--- config.mk ---
export PLATFORM = sky130hd
export DESIGN_NAME = page_walker
export DESIGN_NICKNAME = d
export VERILOG_FILES = /design/src/rtl/pw_pkg.sv /design/src/rtl/pw_cache.sv /design/src/rtl/pw_pick.sv /design/src/rtl/page_walker.sv
export SDC_FILE = /design/constraint.sdc
export NUM_CORES = 2
export LEC_CHECK = 0
export CORE_ASPECT_RATIO = 1.2
export CORE_MARGIN = 10
export CORE_UTILIZATION = 45
export CTS_CLUSTER_DIAMETER = 150
export CTS_CLUSTER_SIZE = 28
export DETAILED_ROUTE_END_ITERATION = 10
export GPL_TIMING_DRIVEN = 0
export MAX_ROUTING_LAYER = met4
export PLACE_DENSITY_LB_ADDON = 0.1
export REMOVE_ABC_BUFFERS = 1
export SLEW_MARGIN = 20
export SYNTH_ARGS = -nofsm -noshare
export SYNTH_HDL_FRONTEND = slang
export SYNTH_HIERARCHICAL = 1
export SYNTH_SLANG_ARGS = --single-unit
--- constraint.sdc ---
create_clock -name clk_i -period 2.7 [get_ports clk_i]
set_input_delay 0.27 -clock clk_i [delete_from_list [all_inputs] [get_ports clk_i]]
set_output_delay 0.27 -clock clk_i [all_outputs]
set_load 0.02 [all_outputs]
--- src/rtl/pw_pkg.sv ---
package pw_pkg;
  parameter int unsigned VA_W  = 48;
  parameter int unsigned PA_W  = 48;
  parameter int unsigned OFS_W = 12;
  parameter int unsigned IDX_W = 9;
  parameter int unsigned LVLS  = 4;
  parameter int unsigned PTE_W = 64;
  localparam int unsigned FRAME_W = PA_W - OFS_W;
  localparam int unsigned LVL_W   = $clog2(LVLS);

  typedef enum logic [1:0] {ST_IDLE, ST_LOOK, ST_MEM} walk_st_e;
endpackage

--- src/rtl/pw_cache.sv ---
module pw_cache #(
  parameter int unsigned TAG_W   = 9,
  parameter int unsigned DATA_W  = 36,
  parameter int unsigned ENTRIES = 4
) (
  input  logic              clk_i,
  input  logic              rst_ni,
  input  logic              flush_i,
  input  logic [TAG_W-1:0]  tag_i,
  output logic              hit_o,
  output logic [DATA_W-1:0] data_o,
  input  logic              fill_i,
  input  logic [DATA_W-1:0] fill_data_i
);
  localparam int unsigned PTR_W = (ENTRIES > 1) ? $clog2(ENTRIES) : 1;

  logic [ENTRIES-1:0]             vld_q;
  logic [ENTRIES-1:0][TAG_W-1:0]  tag_q;
  logic [ENTRIES-1:0][DATA_W-1:0] data_q;
  logic [PTR_W-1:0]               ptr_q;
  logic [ENTRIES-1:0]             match;

  always_comb begin
    data_o = '0;
    for (int e = 0; e < ENTRIES; e++) begin
      match[e] = vld_q[e] && (tag_q[e] == tag_i);
      if (match[e]) data_o = data_o | data_q[e];
    end
    hit_o = |match;
  end

  always_ff @(posedge clk_i or negedge rst_ni) begin
    if (!rst_ni) begin
      vld_q  <= '0;
      tag_q  <= '0;
      data_q <= '0;
      ptr_q  <= '0;
    end else begin
      if (fill_i) begin
        vld_q[ptr_q]  <= 1'b1;
        tag_q[ptr_q]  <= tag_i;
        data_q[ptr_q] <= fill_data_i;
        ptr_q <= (ptr_q == PTR_W'(ENTRIES - 1)) ? '0 : ptr_q + 1'b1;
      end
      if (flush_i) vld_q <= '0;
    end
  end
endmodule

--- src/rtl/pw_pick.sv ---
module pw_pick
  import pw_pkg::*;
(
  input  logic [LVLS-1:0]              hit_i,
  input  logic [LVLS-1:0][FRAME_W-1:0] data_i,
  input  logic [FRAME_W-1:0]           root_i,
  output logic                         final_hit_o,
  output logic [LVL_W-1:0]             start_lvl_o,
  output logic [FRAME_W-1:0]           start_base_o
);
  // Ascending scan, so the deepest pointer hit overrides shallower ones
  always_comb begin
    final_hit_o  = hit_i[LVLS-1];
    start_lvl_o  = '0;
    start_base_o = root_i;
    for (int l = 0; l < LVLS - 1; l++) begin
      if (hit_i[l]) begin
        start_lvl_o  = LVL_W'(l + 1);
        start_base_o = data_i[l];
      end
    end
  end
endmodule

--- src/rtl/page_walker.sv ---
module page_walker
  import pw_pkg::*;
#(
  parameter int unsigned ENTRIES = 4
) (
  input  logic                clk_i,
  input  logic                rst_ni,
  input  logic                flush_i,
  input  logic [FRAME_W-1:0]  root_frame_i,
  input  logic                req_valid_i,
  output logic                req_ready_o,
  input  logic [VA_W-1:0]     req_vaddr_i,
  output logic                mem_req_o,
  output logic [PA_W-1:0]     mem_addr_o,
  input  logic                mem_rsp_valid_i,
  input  logic [PTE_W-1:0]    mem_rsp_data_i,
  output logic                done_o,
  output logic [FRAME_W-1:0]  pfn_o,
  output logic                fault_o
);
  walk_st_e            st_q;
  logic [VA_W-1:0]     va_q;
  logic [LVL_W-1:0]    lvl_q;
  logic [FRAME_W-1:0]  base_q;

  logic [LVLS-1:0]              hit;
  logic [LVLS-1:0][FRAME_W-1:0] hdata;
  logic [LVLS-1:0]              fill;
  logic                         final_hit;
  logic [LVL_W-1:0]             start_lvl;
  logic [FRAME_W-1:0]           start_base;
  logic [IDX_W-1:0]             cur_idx;
  logic                         rsp_ok, present;
  logic [FRAME_W-1:0]           nxt_frame;

  assign rsp_ok    = (st_q == ST_MEM) && mem_rsp_valid_i;
  assign present   = mem_rsp_data_i[0];
  assign nxt_frame = mem_rsp_data_i[PA_W-1:OFS_W];

  // Level 0..LVLS-2 are pointer caches, level LVLS-1 holds final frames
  for (genvar l = 0; l < LVLS; l++) begin : g_lvl
    localparam int unsigned TW = IDX_W * (l + 1);
    assign fill[l] = rsp_ok && present && (lvl_q == LVL_W'(l));
    pw_cache #(
      .TAG_W  (TW),
      .DATA_W (FRAME_W),
      .ENTRIES(ENTRIES)
    ) u_cache (
      .clk_i      (clk_i),
      .rst_ni     (rst_ni),
      .flush_i    (flush_i),
      .tag_i      (va_q[VA_W-1 -: TW]),
      .hit_o      (hit[l]),
      .data_o     (hdata[l]),
      .fill_i     (fill[l]),
      .fill_data_i(nxt_frame)
    );
  end

  pw_pick u_pick (
    .hit_i       (hit),
    .data_i      (hdata),
    .root_i      (root_frame_i),
    .final_hit_o (final_hit),
    .start_lvl_o (start_lvl),
    .start_base_o(start_base)
  );

  always_comb begin
    cur_idx = va_q[VA_W-1 -: IDX_W];
    for (int l = 0; l < LVLS; l++)
      if (lvl_q == LVL_W'(l)) cur_idx = va_q[VA_W-1-IDX_W*l -: IDX_W];
  end

  assign req_ready_o = (st_q == ST_IDLE);
  assign mem_req_o   = (st_q == ST_MEM);
  assign mem_addr_o  = {base_q, {OFS_W{1'b0}}} + PA_W'({cur_idx, 3'b000});

  always_ff @(posedge clk_i or negedge rst_ni) begin
    if (!rst_ni) begin
      st_q    <= ST_IDLE;
      va_q    <= '0;
      lvl_q   <= '0;
      base_q  <= '0;
      done_o  <= 1'b0;
      fault_o <= 1'b0;
      pfn_o   <= '0;
    end else begin
      done_o  <= 1'b0;
      fault_o <= 1'b0;
      unique case (st_q)
        ST_IDLE: if (req_valid_i) begin
          va_q <= req_vaddr_i;
          st_q <= ST_LOOK;
        end
        ST_LOOK: if (final_hit) begin
          done_o <= 1'b1;
          pfn_o  <= hdata[LVLS-1];
          st_q   <= ST_IDLE;
        end else begin
          lvl_q  <= start_lvl;
          base_q <= start_base;
          st_q   <= ST_MEM;
        end
        ST_MEM: if (mem_rsp_valid_i) begin
          if (!present) begin
            done_o  <= 1'b1;
            fault_o <= 1'b1;
            pfn_o   <= '0;
            st_q    <= ST_IDLE;
          end else if (lvl_q == LVL_W'(LVLS - 1)) begin
            done_o <= 1'b1;
            pfn_o  <= nxt_frame;
            st_q   <= ST_IDLE;
          end else begin
            lvl_q  <= lvl_q + 1'b1;
            base_q <= nxt_frame;
          end
        end
        default: st_q <= ST_IDLE;
      endcase
    end
  end
endmodule

== Word-level counts from Yosys, hierarchy flattened ==
Cells that the tools add are included.

* Add/subtract/negate cells: 6
* $lt $le $gt $ge: 8
* Equality and inequality tests: 32
* Mux-type cells: 96
* Bitwise operators: 16
* Reductions and logical operators: 41

{| class="wikitable"
|+ Operators with widths
! kind !! number
|-
| $mux 36 || 31
|-
| $bwmux 144 || 5
|-
| $or 36x36->36 || 12
|-
| $demux 36 s2 || 4
|-
| $eq 36x36->1 || 4
|-
| $pmux 36 s2 || 2
|-
| $bwmux 108 || 1
|-
| $eq 27x27->1 || 4
|-
| $bwmux 72 || 1
|-
| $eq 18x18->1 || 4
|-
| $demux 27 s2 || 1
|-
| $add 48x12->48 || 1
|-
| $bwmux 36 || 1
|-
| $demux 18 s2 || 1
|-
| $eq 9x9->1 || 4
|-
| $mux 9 || 4
|-
| $mux 4 || 8
|-
| $mux 2 || 15
|-
| $mux 27 || 1
|-
| $logic_and 1x1->1 || 26
|-
| $demux 9 s2 || 1
|-
| $mux 18 || 1
|-
| $or 4x4->4 || 4
|-
| $reduce_or 4->1 || 4
|-
| other kinds (19) || 59
|}

* Register bits: 1086
* Input bits: 153
* Word-level logic and storage cells: 246

== Longest topological paths before layout ==
* Depth after elaboration: 14
* Mapped depth: 15
* Depth with buffers taken out: 10

== Hierarchy ==
The synthesis kept the hierarchy.

{| class="wikitable"
|+ Modules (own cells, without submodules)
! module !! times used !! cells an instance !! area an instance (um^2) !! seq. area each (um^2)
|-
| pw_cache at g_lvl[3].u_cache || 1 || 1134 || 14183.6 || 7357.1
|-
| pw_cache at g_lvl[2].u_cache || 1 || 950 || 12594.6 || 6456.2
|-
| pw_cache at g_lvl[1].u_cache || 1 || 806 || 10520.1 || 5555.3
|-
| pw_cache at g_lvl[0].u_cache || 1 || 577 || 8319.2 || 4654.5
|-
| page_walker || 1 || 532 || 5434.0 || 2852.7
|-
| pw_pick || 1 || 168 || 1465.2 || 0.0
|}

== Worst setup path before layout ==
Ideal clock, no wire load.

* Path type: register to register
* Start point: register va_q[47]
* End point: register lvl_q[0]
* Setup time: 129 ps
* Data arrival time: 2874 ps
* Path slack: -304 ps
* Stages on the path, launching flop included: 15
* Path buffers: 5
* Period minus slack after synthesis: 3004 ps
* Cell sequence: dfrtp_1 buf_6 xnor2_1 nand4_1 or4_1 buf_4 buf_4 o221ai_1 buf_4 buf_2 inv_1 a21o_1 nor2b_1 o21ai_0 o31ai_1

{| class="wikitable"
|+ RTL lines
! item !! line !! RTL
|-
| start, declared || page_walker.sv:22 || <nowiki>logic [VA_W-1:0] va_q;</nowiki>
|-
| start signal, assigned || page_walker.sv:93 || <nowiki>va_q <= req_vaddr_i;</nowiki>
|-
| $eq 18x18->1 || pw_cache.sv:26 || <nowiki>match[e] = vld_q[e] && (tag_q[e] == tag_i);</nowiki>
|-
| $logic_and 1x1->1 || pw_cache.sv:26 ||
|-
| $reduce_or 4->1 (*) || pw_cache.sv:29 || <nowiki>hit_o = |match;</nowiki>
|-
| named net hit[1] || page_walker.sv:26 || <nowiki>logic [LVLS-1:0] hit;</nowiki>
|-
| $mux 2 (*) (2 in series) || pw_pick.sv:17 || <nowiki>if (hit_i[l]) begin</nowiki>
|-
| named net start_lvl[0] || page_walker.sv:30 || <nowiki>logic [LVL_W-1:0] start_lvl;</nowiki>
|-
| $mux 2 (*) || page_walker.sv:96 || <nowiki>ST_LOOK: if (final_hit) begin</nowiki>
|-
| $pmux 2 s2 (*) || page_walker.sv:91 || <nowiki>unique case (st_q)</nowiki>
|-
| end signal, assigned || page_walker.sv:101 || <nowiki>lvl_q <= start_lvl;</nowiki>
|-
| end signal, assigned || page_walker.sv:116 || <nowiki>lvl_q <= lvl_q + 1'b1;</nowiki>
|-
| end, declared || page_walker.sv:23 || <nowiki>logic [LVL_W-1:0] lvl_q;</nowiki>
|}

The timed path passes the listed nets; every way through them passes the cells marked *. The select of a mux whose other input is x is not followed.
A chain may end at the register's enable or synchronous reset.

== Worst setup path in the final report ==
* Start point: register va_q[44]
* End point: register base_q[5]

{| class="wikitable"
|+ RTL lines
! item !! line !! RTL
|-
| $eq 18x18->1 || pw_cache.sv:26 ||
|-
| $logic_and 1x1->1 || pw_cache.sv:26 ||
|-
| $reduce_or 4->1 (*) || pw_cache.sv:29 ||
|-
| named net hit[1] || page_walker.sv:26 ||
|-
| $mux 36 (*) (2 in series) || pw_pick.sv:17 ||
|-
| named net start_base[5] || page_walker.sv:31 || <nowiki>logic [FRAME_W-1:0] start_base;</nowiki>
|-
| $mux 36 (*) || page_walker.sv:96 ||
|-
| $pmux 36 s2 (*) || page_walker.sv:91 ||
|-
| end signal, assigned || page_walker.sv:102 || <nowiki>base_q <= start_base;</nowiki>
|-
| end signal, assigned || page_walker.sv:117 || <nowiki>base_q <= nxt_frame;</nowiki>
|-
| end, declared || page_walker.sv:24 || <nowiki>logic [FRAME_W-1:0] base_q;</nowiki>
|}

Marks and branches as above.

==> results.txt <==
- Run status: finished with violations
- Violations in the final reports: setup timing
- Synth Area per Inst: approximately 13 um2
* Placed cell count: 5,695
- Cell area after synthesis: 52,500 um2
- Post-placement cell area: ~57,000 um2
- Initial antenna violation count: 4
- For this run, asynchronously set or reset flops after synthesis account for between 90% and 100%.
* CTS tree: done
- Max-slew headroom: approximately 28%
- For this run, the number of standard cells in the final layout without fillers is between 6,000 and 7,000.
- Number of global-route vias before repair: approximately 36,000
- Final setup TNS: -22,040 ps
- Yosys warning total: 6
- After layout, the worst path uses 116% of the clock period.
* RD Place Congestion: ~0.76
* Die Y-Extent: about 390 um
- After synthesis the netlist holds a flip-flop and latch count of roughly 1,100.
* Unrepaired setup endpoints after global routing: yes
- The critical path in this run is classified as reg2reg.
- The clock passes through at most 3 buffers.
- After filler insertion, the fill cell instance count of the layout stands at around 10,000.
- In this run the horizontal extent of the chip is around 330 um.
- Number of vias per cell: around 6
* Number of cells on the worst hold path: 2
- Leakage: between 20 and 30 nW
- Number of detailed-routing iterations run before antenna repair: 7
- Across all setup checks in the final design, the least slack found is -429 ps.
- For this block, the via count after detailed routing is about 36,000.
- Global routing consumed, over all layers together, approximately 24% of the routing resources.
- Total Power Consumption: just over 50 mW
- Once the floorplan was initialized, standard cells occupied 45.3% of the core.
- Wire per inst: between 20 and 30 um
- The number of cells on the worst reg-to-reg path is 12.
* Clock insertion delay at the later pin of the skew report: roughly 660 ps
- Once detail routing completed, the nets flagged for antenna violations numbered 0.
- P&R area growth vs syn: 19.1%
- Entering global routing, the biggest net connects roughly 140 pins.
* Maximum resistive drop on vdd: between 700 and 800 uV
- Number of failing setup endpoints in the final timing report: 74
- Data arrives at the worst endpoint at 3660 ps.
- Final Hold Vio Count: 0
- The die covers 131,000 um2.
* Setup skew after layout: roughly 27 ps
* Sequential share of the synthesized area: roughly half
- Hold Path Origin: flush_i
- Clock-pin slew was measured on the worst setup and hold paths at roughly 110 ps.
* Class of the tightest hold or removal check: in2reg
- Top_reg_cell synth: sky130_fd_sc_hd__dfrtp_1
- Of the post-synthesis cell area, the dominant cell type holds about half.
- Worst slack at placement: -1580 ps
- After detailed routing, the number of remaining DRC violations is 0.
* Crit path capture type: register
* Tmin final: approximately 3100 ps
- STA classifies the critical path startpoint as a register.
- Sum of net half-perimeters after detailed placement: a little under 100 mm
- In this run the standard cell core region covers approximately 120,000 um2.
* Post-route cell area: ~63,000 um2
* Reg2reg setup slack: -430 ps
- Starting DRC count in detailed routing: ~2,600
* First-pass GRT wire length: 241 mm
* Max frequency: roughly 320 MHz
- In this run the count of I/O pins placed on the die edge is around 240.
- CTS Root Cell: sky130_fd_sc_hd__clkbuf_16
* Leading area contributor after synthesis: sky130_fd_sc_hd__dfrtp_1
- The number of max-slew violations in the final report is 0.
- The tool flagged a number of max-cap violations equal to 0.
- Number of distinct standard cells referenced by the synthesized netlist: 76
* Row count: about 140
* Hold Path End: g_lvl[3].u_cache/vld_q[2]
* Critical path data required time: 3230 ps
* Sum of overflow across all layers after global routing: 0
- Counting every instance in the synthesized netlist gives 4,167.
* Clock sink count: roughly 1,100
- Final WL: between 150 and 200 mm
- In this run, CTS created clock tree buffers numbering 44.
* Clock H-tree levels: 2
- In this run the power density over the cells is between 800 and 900 nW/um2.
- Number of enable-type register cells in the synthesized netlist: 0
- Leading cell types by total area after synthesis: sky130_fd_sc_hd__dfrtp_1 51%, sky130_fd_sc_hd__mux2_2 20%, sky130_fd_sc_hd__xnor2_1 4.4%
* Start of the worst register-to-register path: va_q[44]
- Number of input and output port buffers inserted: 198
- Critical path peak fanout: 8
* Layout cell share with drive strength beyond 1: between 30% and 40%
- Final net count: between 4,000 and 5,000
- The worst register-to-register path ends at base_q[5].
- Slew at the pin with the worst max-slew slack: 1080 ps
-- flip-flops by register name, summed over array words and instances, names as in the netlist --
signal,cells
done_o,1
g_lvl.u_cache/tag_q,360
base_q,36
st_q,2
g_lvl.u_cache/data_q,576
g_lvl.u_cache/ptr_q,8
g_lvl.u_cache/vld_q,16
fault_o,1
lvl_q,2
pfn_o,36
va_q,36
-- synth_stat cells, types with 4 or more instances --
cell / n
sky130_fd_sc_hd__nand2_1: 219
sky130_fd_sc_hd__nor2b_1: 77
sky130_fd_sc_hd__a21oi_1: 97
sky130_fd_sc_hd__a211oi_2: 29
sky130_fd_sc_hd__dlygate4sd1_1: 6
sky130_fd_sc_hd__nor4_1: 5
sky130_fd_sc_hd__nor4_2: 4
sky130_fd_sc_hd__a221o_1: 31
sky130_fd_sc_hd__o22ai_1: 22
sky130_fd_sc_hd__xnor2_1: 266
sky130_fd_sc_hd__buf_4: 34
sky130_fd_sc_hd__o21ai_0: 90
sky130_fd_sc_hd__ha_1: 26
sky130_fd_sc_hd__inv_1: 32
sky130_fd_sc_hd__buf_2: 98
sky130_fd_sc_hd__a22o_1: 32
sky130_fd_sc_hd__o22a_1: 5
sky130_fd_sc_hd__mux2_2: 942
sky130_fd_sc_hd__xnor2_2: 18
sky130_fd_sc_hd__nand4_1: 361
sky130_fd_sc_hd__buf_8: 4
sky130_fd_sc_hd__buf_1: 25
sky130_fd_sc_hd__o22ai_2: 14
sky130_fd_sc_hd__and3_1: 41
sky130_fd_sc_hd__clkbuf_1: 117
sky130_fd_sc_hd__a211oi_1: 6
sky130_fd_sc_hd__nand2b_1: 10
sky130_fd_sc_hd__a311o_1: 36
sky130_fd_sc_hd__nor4_4: 17
sky130_fd_sc_hd__nor3b_1: 36
sky130_fd_sc_hd__buf_6: 52
sky130_fd_sc_hd__nand3_1: 32
sky130_fd_sc_hd__dlymetal6s2s_1: 5
sky130_fd_sc_hd__mux2i_1: 82
sky130_fd_sc_hd__dfrtp_1: 1074
sky130_fd_sc_hd__o2111ai_1: 39
sky130_fd_sc_hd__nor2_1: 73
sky130_fd_sc_hd__xor2_1: 53
-- report_power, final --
part           switching, mW  internal [mW]  leakage [nW]  total [mW]
Sequential              2.67           19.0          14.6        21.7
Combinational           10.6           10.1          13.6        20.8
Clock                   5.23           3.06         0.568        8.28
Total                   18.5           32.2          28.7        50.7
-- routing by layer --
metal	GRT usage [%]	wire (um)
met3	2.84	7400
met4	6.75	5650
met1	32.1	71000
met5	-	0
met2	39.6	77200
-- how the worst max path moves through the flow --
stage                   from          to  slack [ps]  cells past startpoint
floorplan           va_q[42]  base_q[34]       -2460                      8
global placement      rst_ni    va_q[16]      -50590                      1
detailed placement  va_q[22]   base_q[2]       -1580                     13
CTS                 va_q[44]  base_q[19]        -430                     13
global route        va_q[21]   base_q[7]        -490                     14
finish              va_q[44]   base_q[5]        -430                     12
-- critical path, cell delays in order (launching register included) --
cell	delay (ps)
sky130_fd_sc_hd__dfrtp_4	530
sky130_fd_sc_hd__buf_12	160
sky130_fd_sc_hd__xnor2_2	120
sky130_fd_sc_hd__nand4_1	110
sky130_fd_sc_hd__buf_4	150
sky130_fd_sc_hd__or4_4	600
sky130_fd_sc_hd__o221ai_4	300
sky130_fd_sc_hd__buf_6	250
sky130_fd_sc_hd__buf_12	160
sky130_fd_sc_hd__nor3b_4	190
sky130_fd_sc_hd__a211oi_2	50
sky130_fd_sc_hd__mux2i_1	260
sky130_fd_sc_hd__o21ai_1	90
-- cell families after synthesis --
kind of cell	count (synthesis)	share of synthesized area, %
DFF	1074	51.2
AOI/OAI and AO/OA	420	6.07
buffers and inverters	383	4.38
other	1	0.00714
and+or+nand+nor	899	9.98
xor gates and xnor gates	340	6.01
muxes	1024	21.8
adders and majority gates	26	0.619
-- repair_timing --
item / in CTS / in global routing
pin swaps: 72 / 68
resized for setup: 267 / 177
cloned: 15 / 13
hold buffers: 2 / 0
buffers inserted: 199 / 61
endpoints found under the hold margin: 152 / 0
endpoints found under the setup margin: 1046 / 353
-- cell usage in the layout (no fill, tap or decap), drive strengths merged, types with 39 or more instances in the layout --
master / count
dfrtp: 1074
mux2: 942
buf: 410
nand4: 364
xnor2: 286
nand2: 221
clkdlybuf4s50: 186
a21oi: 97
o21ai: 90
mux2i: 82
nor2b: 79
nor2: 77
clkbuf: 69
xor2: 54
and3: 41
o2111ai: 39
-- cell type report --
type	instances	area, um2	share of cell area [%]
inverter	32	128	0.204
clock inverter	1	20.0	0.0320
multi-input combinational	2718	24700	39.6
timing repair buffer	625	7610	12.2
antenna	4	10.0	0.0160
sequential	1074	27000	43.1
clock buffer	48	1140	1.82
tap	1529	1910	3.06
-- per-stage QoR --
step	hold WS, ps	utilization (%)
floorplan	-25.6	-
global placement	461	46.7
detailed placement	217	49.0
CTS	95.6	52.7
global route	122	53.9
finish	108	53.9
Note: power is estimated with default switching activity, not from simulation.
